File: config.mk
export PLATFORM = sky130hd
export DESIGN_NAME = repl_victim_sel
export DESIGN_NICKNAME = d
export VERILOG_FILES = /design/src/rtl/repl_pkg.sv /design/src/rtl/repl_plru_tree.sv /design/src/rtl/repl_fifo_ptr.sv /design/src/rtl/repl_lfsr.sv /design/src/rtl/repl_victim_sel.sv
export SDC_FILE = /design/constraint.sdc
export NUM_CORES = 1
export LEC_CHECK = 0
export ABC_CLOCK_PERIOD_IN_PS = 6500
export BUFFER_PORTS_ARGS = -buffer_cell sky130_fd_sc_hd__buf_2
export CAP_MARGIN = 10
export CORE_ASPECT_RATIO = 0.8
export CORE_MARGIN = 5
export CORE_UTILIZATION = 55
export DETAILED_ROUTE_END_ITERATION = 8
export PLACE_DENSITY = 0.74
export REMOVE_ABC_BUFFERS = 1
export SYNTH_ARGS = -nofsm -noshare
export SYNTH_HDL_FRONTEND = slang
export SYNTH_HIERARCHICAL = 1
export SYNTH_SLANG_ARGS = --single-unit
File: constraint.sdc
create_clock -name clk -period 6.5 [get_ports clk]
set_clock_uncertainty 0.1 [all_clocks]
set_input_delay 1.3 -clock clk [delete_from_list [all_inputs] [get_ports clk]]
set_output_delay 1.3 -clock clk [all_outputs]
set_load 0.1 [all_outputs]
File: src/rtl/repl_pkg.sv
package repl_pkg;

    typedef enum logic [2:0] {
        POL_LRU  = 3'd0,
        POL_PLRU = 3'd1,
        POL_FIFO = 3'd2,
        POL_NMRU = 3'd3,
        POL_RAND = 3'd4
    } repl_policy_e;

endpackage

File: src/rtl/repl_plru_tree.sv
module repl_plru_tree #(
    parameter int NUM_SETS = 16,
    parameter int NUM_WAYS = 4,
    localparam int SET_W = $clog2(NUM_SETS),
    localparam int WAY_W = $clog2(NUM_WAYS),
    localparam int NODES = NUM_WAYS - 1
) (
    input  logic             clk,
    input  logic             rst_n,
    input  logic             upd_en,
    input  logic [SET_W-1:0] set_idx,
    input  logic [WAY_W-1:0] upd_way,
    output logic [WAY_W-1:0] victim
);

    logic [NODES-1:0] tree_q [NUM_SETS];
    logic [NODES-1:0] cur_bits;
    logic [NODES-1:0] nxt_bits;

    assign cur_bits = tree_q[set_idx];

    // walk from the root following the stored node bits
    always_comb begin
        int node;
        node   = 0;
        victim = '0;
        for (int lvl = 0; lvl < WAY_W; lvl++) begin
            victim[WAY_W-1-lvl] = cur_bits[WAY_W'(node)];
            node = 2 * node + 1 + int'(cur_bits[WAY_W'(node)]);
        end
    end

    // point every node on the accessed path away from that way
    always_comb begin
        int node;
        node     = 0;
        nxt_bits = cur_bits;
        for (int lvl = 0; lvl < WAY_W; lvl++) begin
            nxt_bits[WAY_W'(node)] = ~upd_way[WAY_W-1-lvl];
            node = 2 * node + 1 + int'(upd_way[WAY_W-1-lvl]);
        end
    end

    always_ff @(posedge clk or negedge rst_n) begin
        if (!rst_n) begin
            for (int s = 0; s < NUM_SETS; s++) begin
                tree_q[s] <= '0;
            end
        end else if (upd_en) begin
            tree_q[set_idx] <= nxt_bits;
        end
    end

endmodule

File: src/rtl/repl_fifo_ptr.sv
module repl_fifo_ptr #(
    parameter int NUM_SETS = 16,
    parameter int NUM_WAYS = 4,
    parameter bit SKIP_MRU = 1'b1,
    localparam int SET_W = $clog2(NUM_SETS),
    localparam int WAY_W = $clog2(NUM_WAYS)
) (
    input  logic             clk,
    input  logic             rst_n,
    input  logic             acc_en,
    input  logic             fill_en,
    input  logic [SET_W-1:0] set_idx,
    input  logic [WAY_W-1:0] used_way,
    output logic [WAY_W-1:0] victim
);

    logic [WAY_W-1:0] ptr_q [NUM_SETS];
    logic [WAY_W-1:0] ptr_cur;

    assign ptr_cur = ptr_q[set_idx];

    always_ff @(posedge clk or negedge rst_n) begin
        if (!rst_n) begin
            for (int s = 0; s < NUM_SETS; s++) begin
                ptr_q[s] <= '0;
            end
        end else if (fill_en) begin
            ptr_q[set_idx] <= ptr_cur + WAY_W'(1);
        end
    end

    generate
        if (SKIP_MRU) begin : g_skip
            logic [WAY_W-1:0] mru_q [NUM_SETS];

            always_ff @(posedge clk or negedge rst_n) begin
                if (!rst_n) begin
                    for (int s = 0; s < NUM_SETS; s++) begin
                        mru_q[s] <= '0;
                    end
                end else if (acc_en) begin
                    mru_q[set_idx] <= used_way;
                end
            end

            assign victim = (ptr_cur == mru_q[set_idx]) ? ptr_cur + WAY_W'(1) : ptr_cur;
        end else begin : g_plain
            assign victim = ptr_cur;
        end
    endgenerate

endmodule

File: src/rtl/repl_lfsr.sv
module repl_lfsr #(
    parameter int            WIDTH = 16,
    parameter logic [15:0]   TAPS  = 16'hB400,
    parameter logic [15:0]   SEED  = 16'h0001
) (
    input  logic             clk,
    input  logic             rst_n,
    output logic [WIDTH-1:0] value
);

    always_ff @(posedge clk or negedge rst_n) begin
        if (!rst_n) begin
            value <= SEED[WIDTH-1:0];
        end else begin
            value <= {1'b0, value[WIDTH-1:1]} ^ (value[0] ? TAPS[WIDTH-1:0] : '0);
        end
    end

endmodule

File: src/rtl/repl_victim_sel.sv
module repl_victim_sel
    import repl_pkg::*;
#(
    parameter int           NUM_SETS = 16,
    parameter int           NUM_WAYS = 4,
    parameter repl_policy_e POLICY   = POL_PLRU,
    localparam int SET_W = $clog2(NUM_SETS),
    localparam int WAY_W = $clog2(NUM_WAYS)
) (
    input  logic                clk,
    input  logic                rst_n,
    input  logic                acc_valid,
    input  logic [SET_W-1:0]    acc_set,
    input  logic                acc_hit,
    input  logic [WAY_W-1:0]    acc_way,
    input  logic [NUM_WAYS-1:0] valid_bits,
    output logic [WAY_W-1:0]    victim_way,
    output logic                victim_vld
);

    logic [WAY_W-1:0] pol_victim;
    logic [WAY_W-1:0] empty_way;
    logic             empty_found;
    logic [WAY_W-1:0] used_way;
    logic             fill_now;

    // lowest-numbered empty way wins over the policy
    always_comb begin
        empty_found = 1'b0;
        empty_way   = '0;
        for (int w = NUM_WAYS - 1; w >= 0; w--) begin
            if (!valid_bits[w]) begin
                empty_found = 1'b1;
                empty_way   = WAY_W'(w);
            end
        end
    end

    assign victim_way = empty_found ? empty_way : pol_victim;
    assign fill_now   = acc_valid & ~acc_hit;
    assign victim_vld = fill_now;
    assign used_way   = acc_hit ? acc_way : victim_way;

    generate
        if (POLICY == POL_LRU || POLICY == POL_PLRU) begin : g_tree
            repl_plru_tree #(
                .NUM_SETS (NUM_SETS),
                .NUM_WAYS (NUM_WAYS)
            ) u_tree (
                .clk     (clk),
                .rst_n   (rst_n),
                .upd_en  (acc_valid),
                .set_idx (acc_set),
                .upd_way (used_way),
                .victim  (pol_victim)
            );
        end else if (POLICY == POL_FIFO || POLICY == POL_NMRU) begin : g_fifo
            repl_fifo_ptr #(
                .NUM_SETS (NUM_SETS),
                .NUM_WAYS (NUM_WAYS),
                .SKIP_MRU (POLICY == POL_NMRU)
            ) u_fifo (
                .clk      (clk),
                .rst_n    (rst_n),
                .acc_en   (acc_valid),
                .fill_en  (fill_now),
                .set_idx  (acc_set),
                .used_way (used_way),
                .victim   (pol_victim)
            );
        end else begin : g_rand
            logic [15:0] rnd;
            repl_lfsr #(
                .WIDTH (16)
            ) u_lfsr (
                .clk   (clk),
                .rst_n (rst_n),
                .value (rnd)
            );
            assign pol_victim = rnd[WAY_W-1:0];
        end
    endgenerate

endmodule

==> metrics.md, run 1 <==
| Metric | Value |
|---|---|
| CP bufs+invs | `2` |
| H-tree depth | `2` |
| Clock Pin Slew Worst Setup and Hold Paths | `0.08 ns` |
| Worst slew pin tran | `1.045 ns` |
| Ant. Diodes | `0` |
| Total track usage | `17.33%` |
| Setup crit end kind | `output port` |
| GPL Wtd Cong | `0.8157` |
| Drt drc | `0` |
| # nets final | `204` |
| HP Class | `reg2reg` |
| Vias | `1401` |
| Biggest regs | `g_tree.u_tree/tree_q (48)` |
| Post-route setup TNS | `0 ns` |
| Final hold slack | `0.2753 ns` |
| Lkg Pwr | `1.123 nW` |
| Post-synth top area cell | `dfrtp_1` |
| Mapped Area | `2337 um2` |
| CTS Hold Bufs | `0` |
| Pwr Density | `291.0 nW/um2` |
| WL per Instance | `17.47 um` |
| CTS tree | `done` |
| Net Sw Power | `0.0002039 W` |
| CP required | `5.10 ns` |
| Fin. Hold Viols | `0` |
| Vias/cell | `5.649` |
| Share of cells above drive strength 1 | `31.41%` |
| Fmax | `0.1957 GHz` |
| Synth warn | `6` |
| Max-slew headroom | `30.32%` |
| Post-CTS Setup Bufs | `0` |
| Critical-path cell list | `buf_2, mux4_2, a22oi_1, nand2_1, mux2_4, o21ai_1, a21boi_0, buf_2` |
| Arrival time worst endpoint | `3.71 ns` |
| CTS buffer count | `5` |
| Largest delay share family, worst path | `buffers and inverters` |
| Vias in the first global route | `1454` |
| Synth top area share | `51.39%` |
| PortBufs | `16` |
| Area contributors post-synth | `dfrtp_1, mux2_2, mux4_2, nand2_1, mux2i_1` |
| Synthesized area per cell | `12.11 um2` |
| WL final | `4333 um` |
| Die area | `5661 um2` |
| Max-cap violations | `0` |
| Core outline area | `4151 um2` |
| RSZ-0062 raised after global routing | `no` |
| P_int | `0.0005062 W` |
| Power share of the clock group | `26.2%` |
| Worst path max stage delay | `0.60 ns` |
| Clock Tree Buf Depth | `2` |
| Switching part of the total | `28.71%` |
| Slew Viols, Final | `0` |
| Most frequent cells in the layout | `dfrtp_1, nand2_1, buf_2` |
| Die height | `68.31 um` |
| Worst-skew pair later-pin latency | `0.31 ns` |
| Drt pass-1 iters | `4` |
| First-pass GRT wire length | `7500 um` |
| Crit path max fanout | `23` |
| Fin crit period | `5.109 ns` |
| IO Count | `17` |
| VDD IR max | `0.0001131 V` |
| Max FFs per register | `48` |
| Critical path class | `in2out` |
| Post-route clock period utilization | `78.60%` |
| Initial antenna violation count | `0` |
| DRT iter0 DRCs | `104` |
| GRT overflow | `0` |
| Initial Util | `56.30%` |
| Slowest-stage cell, CP | `mux4_2` |
| Die width | `82.88 um` |
| Most Frequent Cell on Critical Path | `buf_2` |
| Post-CTS Resized | `0` |
| Synth unique cells | `40` |
| Status | `complete, no violations` |
| Sequential share of power | `53.3%` |
| FF+latch count, synth | `48` |
| Critical Path Source Type | `primary input` |
| Final setup viols | `0` |
| Largest net degree at the start of global routing | `49` |
| Most common cell after layout, fill and taps aside | `dfrtp_1` |
| Layout area overhead | `4.390%` |
| Clk root buf | `clkbuf_8` |
| FP Rows | `21` |
| Seq/Total Area, Yosys | `51.39%` |
| Top reg by flops | `g_tree.u_tree/tree_q` |
| Worst Setup Slack, final | `1.391 ns` |
| Fillers | `337` |
| Setup slack at placement | `1.436 ns` |
| Syn Inst Count | `193` |
| DRT antenna net count | `0` |
| Combinational group share of total power | `20.5%` |
| Final HPWL DP | `2992 um` |
| Num Clock Sinks | `48` |
## layout make-up
cell class / instances / area, um2 / share of cell area, %
Clock buffer: 7 / 86.33 / 3.538
Clock inverter: 1 / 7.507 / 0.3077
Inverter: 5 / 20.02 / 0.8205
Multi-Input combinational cell: 114 / 973.4 / 39.90
Sequential cell: 48 / 1201 / 49.23
Tap cell: 57 / 71.32 / 2.923
Timing Repair Buffer: 16 / 80.08 / 3.282
## synth_stat cells (all sizes together)
| master | n |
|---|---|
| clkbuf | 19 |
| buf | 7 |
| dfrtp | 48 |
| a31oi | 4 |
| mux2 | 18 |
| mux4 | 9 |
| mux2i | 7 |
| inv | 4 |
| clkinv | 1 |
| or3b | 1 |
| a41o | 1 |
| nor4 | 1 |
| and2b | 1 |
| and2 | 4 |
| and3 | 1 |
| nor2 | 10 |
| o22ai | 1 |
| nor2b | 3 |
| a22oi | 4 |
| nand2 | 24 |
| nand2b | 1 |
| and3b | 1 |
| o21ai | 11 |
| a31o | 1 |
| a21boi | 1 |
| a2111oi | 2 |
| nor3 | 2 |
| a21oi | 6 |
## metrics by stage
step                util, %   power, W  instances  instance area [um2]
floorplan                 -  0.0004805        167                 2195
global placement      56.51  0.0005186        240                 2346
detailed placement    56.51  0.0005278        240                 2346
CTS                   58.77  0.0007121        248                 2440
global route          58.77  0.0007469        248                 2440
finish                58.77  0.0007101        248                 2440
## kinds of logic (layout without fill, tap and decap cells)
group | count (synthesis) | after routing | share of synthesized area [%]
buf+inv | 31 | 29 | 6.959
compound gates | 31 | 31 | 10.17
flops | 48 | 48 | 51.39
simple gates | 49 | 49 | 10.33
mux | 34 | 34 | 21.15
## worst paths after layout
kind / depth (start not counted) / start / slack (ns) / endpoint
setup / recovery: 8 / acc_set[0] / 1.39 / victim_way[0]
hold / removal: 0 / g_tree.u_tree/tree_q[38]$_DFFE_PN0P_ / 0.28 / g_tree.u_tree/tree_q[38]$_DFFE_PN0P_
setup reg to reg: 10 / g_tree.u_tree/tree_q[45]$_DFFE_PN0P_ / 3.61 / g_tree.u_tree/tree_q[10]$_DFFE_PN0P_
hold reg to reg: 0 / g_tree.u_tree/tree_q[38]$_DFFE_PN0P_ / 0.28 / g_tree.u_tree/tree_q[38]$_DFFE_PN0P_
max in group asynchronous: 1 / rst_n / 4.58 / g_tree.u_tree/tree_q[33]$_DFFE_PN0P_
min in group asynchronous: 1 / rst_n / 1.07 / g_tree.u_tree/tree_q[44]$_DFFE_PN0P_
## per-layer routing
metal | GRT usage [%] | vias up | share of wire (%)
li1 | - | 656 | -
met3 | 4.212 | 10 | 5.2
met5 | 0 | - | 0
met4 | 8.571 | 0 | 2.1
met2 | 25.10 | 37 | 43
met1 | 24.59 | 698 | 50
## worst reg2reg max path, delay by kind of cell, from the launching register on
family	cells	cell delay, ns
multiplexers	3	1.14
AND/OR/NAND/NOR	2	0.30
AO/OA/AOI/OAI	4	0.73
flip-flops	1	0.42
buffers and inverters	1	0.09
## power by group through the flow
stage	clock [W]	sequential [W]	combinational, W
after floorplan	0	0.000372	0.000108
after global placement	0	0.000381	0.000138
after detailed placement	0	0.000383	0.000145
after CTS	0.000188	0.000378	0.000146
after global routing	0.000202	0.000384	0.000160
final	0.000186	0.000378	0.000146
No activity file was read; power rests on OpenSTA's default activity.
==> run 2, diff against run 1 <==
--- a/config.mk
+++ b/config.mk
@@ -5,7 +5,8 @@
 export SDC_FILE = /design/constraint.sdc
 export NUM_CORES = 1
 export LEC_CHECK = 0
-export ABC_CLOCK_PERIOD_IN_PS = 6500
+export ABC_AREA = 1
+export ABC_CLOCK_PERIOD_IN_PS = 4800
 export BUFFER_PORTS_ARGS = -buffer_cell sky130_fd_sc_hd__buf_2
 export CAP_MARGIN = 10
 export CORE_ASPECT_RATIO = 0.8
==> constraint.sdc (replaced) <==
create_clock -name clk -period 4.8 [get_ports clk]
set_clock_uncertainty 0.1 [all_clocks]
set_input_delay 0.96 -clock clk [delete_from_list [all_inputs] [get_ports clk]]
set_output_delay 0.96 -clock clk [all_outputs]
set_load 0.1 [all_outputs]
==> metrics.md, run 2 <==
| Metric | Value |
|---|---|
| Biggest regs | `g_tree.u_tree/tree_q (48)` |
| Max-cap violations | `0 (unchanged)` |
| Total track usage | `19.98% (+2.7 points)` |
| Ant. Diodes | `0 (unchanged)` |
| WL per Instance | `13.40 um (-23%)` |
| DRT iter0 DRCs | `191 (+84%)` |
| Arrival time worst endpoint | `2.77 ns (-0.94 ns)` |
| CTS Hold Bufs | `0 (unchanged)` |
| Final core occ | `60.77% (+2.0 points)` |
| Synth top area share | `50.87% (-0.52 points)` |
| Async SR Flop Fraction | `100.0% (unchanged)` |
| GRT overflow | `0 (unchanged)` |
| Clock Tree Buf Depth | `2 (unchanged)` |
| Final setup viols | `0 (unchanged)` |
| Post-CTS Resized | `0 (unchanged)` |
| Die area | `5711 um2 (+0.88%)` |
| Vias | `1965 (+40%)` |
| WL final | `5158 um (+19%)` |
| Die width | `83.25 um (+0.45%)` |
| Synth warn | `6 (unchanged)` |
| Fmax | `0.2613 GHz` |
| Vias/cell | `5.104 (-9.7%)` |
| Clk root buf | `clkbuf_8` |
| Largest net degree at the start of global routing | `49 (unchanged)` |
| Most used DFF post-synth | `dfrtp_1` |
| Synth Area in Adders | `0% (unchanged)` |
| Synthesized area per cell | `7.265 um2 (-40%)` |
| Worst setup path endpoint | `victim_way[0]` |
| RSZ-0062 raised after global routing | `no` |
| Share of cells above drive strength 1 | `9.451% (-22 points)` |
| Syn Inst Count | `325 (+68%)` |
| Critical path class | `in2out` |
| Initial Util | `56.51% (+0.21 points)` |
| Synth Area in Compound Gates | `7.525% (-2.6 points)` |
| Mux contribution to synthesized area | `0% (-21 points)` |
| RR Endpoint | `g_tree.u_tree/tree_q[19]$_DFFE_PN0P_` |
| Post-route clock period utilization | `79.74%` |
| Crit path max fanout | `13 (-43%)` |
| Start point of the critical path | `acc_set[0]` |
| Top reg by flops | `g_tree.u_tree/tree_q` |
| Lkg Pwr | `1.355 nW (+21%)` |
| Most frequent cells in the layout | `nand2_1, dfrtp_1, inv_1` |
| IO Count | `17 (unchanged)` |
| FF+latch count, synth | `48 (unchanged)` |
| DRT antenna net count | `0 (unchanged)` |
| DP Area | `2417 um2 (+3.0%)` |
| Max-slew headroom | `32.43% (+2.1 points)` |
| Vias in the first global route | `1825 (+26%)` |
| HP Class | `reg2reg` |
| Initial antenna violation count | `0 (unchanged)` |
| CP required | `3.74 ns (-1.36 ns)` |
| Fin. Hold Viols | `0 (unchanged)` |
| Mapped Area | `2361 um2 (+1.0%)` |
| Status | `complete, no violations` |
| First-pass GRT wire length | `8763 um (+17%)` |
| Seq/Total Area, Yosys | `50.87% (-0.52 points)` |
| GPL Wtd Cong | `0.8480 (+4.0%)` |
| Worst r2r src | `g_tree.u_tree/tree_q[33]$_DFFE_PN0P_` |
| Setup crit end kind | `output port` |
| Top cells by count, synth | `nand2_1, dfrtp_1, inv_1` |
| Post-synth top area cell | `dfrtp_1` |
| Drt drc | `0 (unchanged)` |
| Layout area overhead | `7.525%` |
| Fin crit period | `3.828 ns` |
| Final HPWL DP | `3794 um (+27%)` |
| Slew Viols, Final | `0 (unchanged)` |
| Max FFs per register | `48 (unchanged)` |
| Reg2reg setup slack | `2.10 ns (-1.51 ns)` |
| Critical Path Source Type | `primary input` |
| CTS tree | `done` |
| Worst-skew pair later-pin latency | `0.30 ns (about the same)` |
| FP Rows | `21 (unchanged)` |
| Post-synthesis xor/xnor area fraction | `0% (unchanged)` |
| Number of synthesized flops with an enable pin | `0 (unchanged)` |
| Worst r2r path cells | `14 (+4)` |
| Worst slew pin tran | `1.013 ns (-0.03163 ns)` |
| Top-count cell post-synth | `nand2_1` |
| Worst Setup Slack, final | `0.9723 ns (-0.4185 ns)` |
| # nets final | `341 (+67%)` |
| Num Clock Sinks | `48 (unchanged)` |
| VDD IR max | `0.0002740 V (+140%)` |
| Fin area | `2539 um2 (+4.1%)` |
| Setup slack at placement | `0.9927 ns (-0.4435 ns)` |
| Final hold slack | `0.2828 ns (+0.007556 ns)` |
| Area contributors post-synth | `dfrtp_1, nand2_1, o21ai_0, inv_1, nor2_1` |
| Most common cell after layout, fill and taps aside | `nand2_1` |
| Clock Pin Slew Worst Setup and Hold Paths | `0.08 ns (about the same)` |
| Area fraction in and, or, nand and nor cells after synthesis | `32.17% (+22 points)` |
| Largest family of logic cells by synthesized area | `simple AND/OR/NAND/NOR gates` |
| H-tree depth | `2 (unchanged)` |
| Core outline area | `4178 um2 (+0.63%)` |
| Die height | `68.60 um (+0.43%)` |
| Synth unique cells | `16 (-60%)` |
| PortBufs | `16 (unchanged)` |
| Drt pass-1 iters | `4 (unchanged)` |
| Pwr Density | `388.9 nW/um2 (+34%)` |
| Post-CTS Setup Bufs | `0 (unchanged)` |
| CTS buffer count | `5 (unchanged)` |
-- run 2: cell types whose count changed in the layout (fill, tap and decap cells not counted), moves of 15 or more --
cell     previous run  this run
o21ai_0            10        31
nor2_1             10        25
mux2_2             15         0
inv_1               3        32
nand3_1             0        18
nand2_1            23       134
-- run 2: where the power goes --
group          total (W)  leakage, nW  switching [W]  internal, W
sequential      0.000508        0.616      0.0000405     0.000468
combinational   0.000172        0.677       0.000116    0.0000560
clock           0.000307       0.0614       0.000137     0.000170
total           0.000987         1.36       0.000293     0.000694
-- run 2: cells by family (layout without fill, tap and decap cells) --
| logic type | Yosys count | count (layout) |
|---|---|---|
| AND/OR/NAND/NOR | 187 | 187 |
| buffers and inverters | 55 | 58 |
| flip-flops | 48 | 48 |
| AO/OA/AOI/OAI | 35 | 35 |
-- run 2: how the worst min path moves through the flow --
stage / to / depth (start not counted) / start / slack (ns)
after global placement: g_tree.u_tree/tree_q[47]$_DFFE_PN0P_ / 0 / g_tree.u_tree/tree_q[47]$_DFFE_PN0P_ / 0.27
after floorplan: g_tree.u_tree/tree_q[11]$_DFFE_PN0P_ / 0 / g_tree.u_tree/tree_q[11]$_DFFE_PN0P_ / 0.25
after detailed placement: g_tree.u_tree/tree_q[20]$_DFFE_PN0P_ / 0 / g_tree.u_tree/tree_q[20]$_DFFE_PN0P_ / 0.27
final: g_tree.u_tree/tree_q[20]$_DFFE_PN0P_ / 0 / g_tree.u_tree/tree_q[20]$_DFFE_PN0P_ / 0.28
after global routing: g_tree.u_tree/tree_q[20]$_DFFE_PN0P_ / 0 / g_tree.u_tree/tree_q[20]$_DFFE_PN0P_ / 0.30
after CTS: g_tree.u_tree/tree_q[20]$_DFFE_PN0P_ / 0 / g_tree.u_tree/tree_q[20]$_DFFE_PN0P_ / 0.29
-- run 2: area by class of cell --
type / instances / area, um2
Timing Repair Buffer: 16 / 80.08
Clock buffer: 6 / 82.58
Multi-Input combinational cell: 222 / 937.1
Clock inverter: 2 / 38.79
Fill cell: 358 / 1639
Inverter: 34 / 127.6
Sequential cell: 48 / 1201
Tap cell: 57 / 71.32
-- run 2: metrics by stage --
stage                     total power (W)  TNS [ns]  std cells
after global placement          0.0006799         0        377
after detailed placement        0.0006838         0        377
final                           0.0009873         0        385
after CTS                       0.0009864         0        385
after floorplan                 0.0006224   -0.2282        304
after global routing             0.001047         0        385
-- run 2: critical path: stages --
cell	delay, ns
buf_2	0.24
nand2_1	0.17
inv_1	0.15
nand2_1	0.07
nand4_1	0.09
nand2_1	0.05
nand2_1	0.07
inv_1	0.05
nand2_1	0.08
nand2_1	0.05
nand2_1	0.05
inv_1	0.03
nand2_1	0.04
nand2_1	0.06
a21boi_0	0.14
buf_2	0.45
-- run 2: layer usage --
metal  GRT usage, %  routed length, um  up-vias
li1               -                  -     1000
met1          28.80               2630      882
met2          29.90               2087       74
met3          4.632                366        9
met4          6.939                 73        0
met5              0                  0        -
==> run 3, diff against run 2 <==
--- a/config.mk
+++ b/config.mk
@@ -6,12 +6,12 @@
 export NUM_CORES = 1
 export LEC_CHECK = 0
 export ABC_AREA = 1
-export ABC_CLOCK_PERIOD_IN_PS = 4800
+export ABC_CLOCK_PERIOD_IN_PS = 3300
 export BUFFER_PORTS_ARGS = -buffer_cell sky130_fd_sc_hd__buf_2
 export CAP_MARGIN = 10
 export CORE_ASPECT_RATIO = 0.8
 export CORE_MARGIN = 5
-export CORE_UTILIZATION = 55
+export CORE_UTILIZATION = 53
 export DETAILED_ROUTE_END_ITERATION = 8
 export PLACE_DENSITY = 0.74
 export REMOVE_ABC_BUFFERS = 1
==> constraint.sdc (replaced) <==
create_clock -name clk -period 3.3 [get_ports clk]
set_clock_uncertainty 0.1 [all_clocks]
set_input_delay 0.66 -clock clk [delete_from_list [all_inputs] [get_ports clk]]
set_output_delay 0.66 -clock clk [all_outputs]
set_load 0.1 [all_outputs]
==> metrics.md, run 3 (same netlist as run 2, synthesis figures left out) <==
| Metric | Value |
|---|---|
| Worst path max stage delay | `0.19 ns (-0.26 ns)` |
| Drt pass-1 iters | `4 (unchanged)` |
| Max-slew headroom | `31.79% (-0.64 points)` |
| WL final | `5269 um (+2.2%)` |
| Critical path class | `in2out` |
| Final setup viols | `0 (unchanged)` |
| # nets final | `344 (+0.88%)` |
| Worst r2r path cells | `14 (unchanged)` |
| Sequential share of power | `53.7% (+2.2 points)` |
| HP Class | `reg2reg` |
| Num Clock Sinks | `48 (unchanged)` |
| Slowest-stage cell, CP | `buf_12` |
| Layout area overhead | `8.585%` |
| Fmax | `0.3316 GHz` |
| Clock Pin Slew Worst Setup and Hold Paths | `0.08 ns (about the same)` |
| Worst setup path endpoint | `victim_way[0]` |
| CTS Hold Bufs | `0 (unchanged)` |
| H-tree depth | `2 (unchanged)` |
| Fin area | `2564 um2 (+0.99%)` |
| First-pass GRT wire length | `9190 um (+4.9%)` |
| CTS buffer count | `5 (unchanged)` |
| Most common cell after layout, fill and taps aside | `nand2_1` |
| Setup crit end kind | `output port` |
| Fin. Hold Viols | `0 (unchanged)` |
| Worst r2r src | `g_tree.u_tree/tree_q[21]$_DFFE_PN0P_` |
| WL per Instance | `13.58 um (+1.4%)` |
| Lkg Pwr | `1.358 nW (+0.21%)` |
| P_int | `0.0009380 W (+35%)` |
| Net Sw Power | `0.0004281 W (+46%)` |
| FP Rows | `21 (unchanged)` |
| CP required | `2.54 ns (-1.20 ns)` |
| Clk root buf | `clkbuf_8` |
| Largest delay share family, worst path | `buffers and inverters` |
| Status | `complete, no violations` |
| PortBufs | `16 (unchanged)` |
| Crit path max fanout | `7 (-6)` |
| Switching part of the total | `31.34% (+1.7 points)` |
| Biggest regs | `g_tree.u_tree/tree_q (48)` |
| Power share of the clock group | `27.2% (-3.9 points)` |
| Largest net degree at the start of global routing | `49 (unchanged)` |
| Max FFs per register | `48 (unchanged)` |
| Top reg by flops | `g_tree.u_tree/tree_q` |
| GRT overflow | `0 (unchanged)` |
| DRT iter0 DRCs | `187 (-2.1%)` |
| Most Frequent Cell on Critical Path | `nand2_1` |
| Post-CTS Resized | `0 (unchanged)` |
| Total track usage | `19.46% (-0.53 points)` |
| Initial antenna violation count | `0 (unchanged)` |
| Critical Path Source Type | `primary input` |
| Max-cap violations | `0 (unchanged)` |
| Worst slew pin tran | `1.023 ns (+0.009655 ns)` |
| Die area | `5898 um2 (+3.3%)` |
| VDD IR max | `0.0004238 V (+55%)` |
| GPL Wtd Cong | `0.8810 (+3.9%)` |
| Post-route clock period utilization | `91.39%` |
| Slew Viols, Final | `0 (unchanged)` |
| Arrival time worst endpoint | `2.26 ns (-0.51 ns)` |
| Pwr Density | `532.9 nW/um2 (+37%)` |
| Die height | `69.70 um (+1.6%)` |
| Worst-skew pair later-pin latency | `0.31 ns (about the same)` |
| Die width | `84.62 um (+1.6%)` |
| Drt drc | `0 (unchanged)` |
| Ant. Diodes | `0 (unchanged)` |
| Vias/cell | `5.137 (+0.64%)` |
| Fin crit period | `3.016 ns` |
| DRT antenna net count | `0 (unchanged)` |
| Vias | `1993 (+1.4%)` |
| Start point of the critical path | `acc_set[1]` |
| IO Count | `17 (unchanged)` |
| Final HPWL DP | `3891 um (+2.6%)` |
| Reg2reg setup slack | `0.93 ns (-1.17 ns)` |
| RR Endpoint | `g_tree.u_tree/tree_q[7]$_DFFE_PN0P_` |
| Initial Util | `55.47% (-1.0 points)` |
| Final core occ | `60.23% (-0.54 points)` |
| DP Area | `2455 um2 (+1.6%)` |
| Clock Tree Buf Depth | `2 (unchanged)` |
| Critical-path cell list | `buf_2, inv_2, nand2_1, inv_1, nand2_1, nand4_1, nand2_1, nand2_1, inv_1, nand2_1, nand2_1, nand2_1, inv_1, nand2_1, nand2_1, a21boi_2, buf_12` |
| Core outline area | `4257 um2 (+1.9%)` |
| Critical path depth | `17 (+1)` |
| RSZ-0062 raised after global routing | `no` |
| CTS tree | `done` |
| CP bufs+invs | `6 (+1)` |
| Combinational group share of total power | `19.1% (+1.7 points)` |
| Share of cells above drive strength 1 | `10.57% (+1.1 points)` |
| Post-CTS Setup Bufs | `0 (unchanged)` |
| Vias in the first global route | `1881 (+3.1%)` |
| Most frequent cells in the layout | `nand2_1, dfrtp_1, inv_1` |
run 3: cell type report:
| type | count | area, um2 |
|---|---|---|
| Clock inverter | 2 | 15.01 |
| Fill cell | 396 | 1693 |
| Sequential cell | 48 | 1201 |
| Clock buffer | 6 | 82.58 |
| Timing Repair Buffer | 19 | 120.1 |
| Multi-Input combinational cell | 222 | 945.9 |
| Inverter | 34 | 127.6 |
| Tap cell | 57 | 71.32 |
run 3: power groups by stage:
stage	Combinational [W]	Sequential (W)	Clock, W
after floorplan	0.000183	0.000723	0
after global placement	0.000254	0.000742	0
after detailed placement	0.000259	0.000745	0
after CTS	0.000261	0.000734	0.000380
after global routing	0.000304	0.000743	0.000414
final	0.000261	0.000733	0.000371
run 3: how the worst min path moves through the flow:
stage,startpoint,end,slack [ns],depth (start not counted)
after floorplan,g_tree.u_tree/tree_q[11]$_DFFE_PN0P_,g_tree.u_tree/tree_q[11]$_DFFE_PN0P_,0.25,0
after global placement,g_tree.u_tree/tree_q[11]$_DFFE_PN0P_,g_tree.u_tree/tree_q[11]$_DFFE_PN0P_,0.27,0
after detailed placement,g_tree.u_tree/tree_q[44]$_DFFE_PN0P_,g_tree.u_tree/tree_q[44]$_DFFE_PN0P_,0.27,0
after CTS,g_tree.u_tree/tree_q[38]$_DFFE_PN0P_,g_tree.u_tree/tree_q[38]$_DFFE_PN0P_,0.29,0
after global routing,g_tree.u_tree/tree_q[38]$_DFFE_PN0P_,g_tree.u_tree/tree_q[38]$_DFFE_PN0P_,0.30,0
final,g_tree.u_tree/tree_q[38]$_DFFE_PN0P_,g_tree.u_tree/tree_q[38]$_DFFE_PN0P_,0.28,0
run 3: routing by layer:
layer / up-vias / part of all wire (%) / track usage, %
met3: 4 / 8.6 / 6.413
li1: 1004 / - / -
met1: 917 / 48 / 29.80
met2: 68 / 43 / 26.41
met4: 0 / 0.55 / 4.218
met5: - / 0 / 0
run 3: stage by stage:
step                cells  total power, W  setup TNS, ns  hold WS, ns  worst slack, ns
detailed placement    380        0.001004              0       0.2688          0.09969
global route          388        0.001461              0       0.2977          0.05656
floorplan             304       0.0009053         -1.483       0.2540           -1.128
finish                388        0.001366              0       0.2845           0.2840
CTS                   388        0.001374              0       0.2891          0.05988
global placement      380       0.0009958              0       0.2668          0.09830
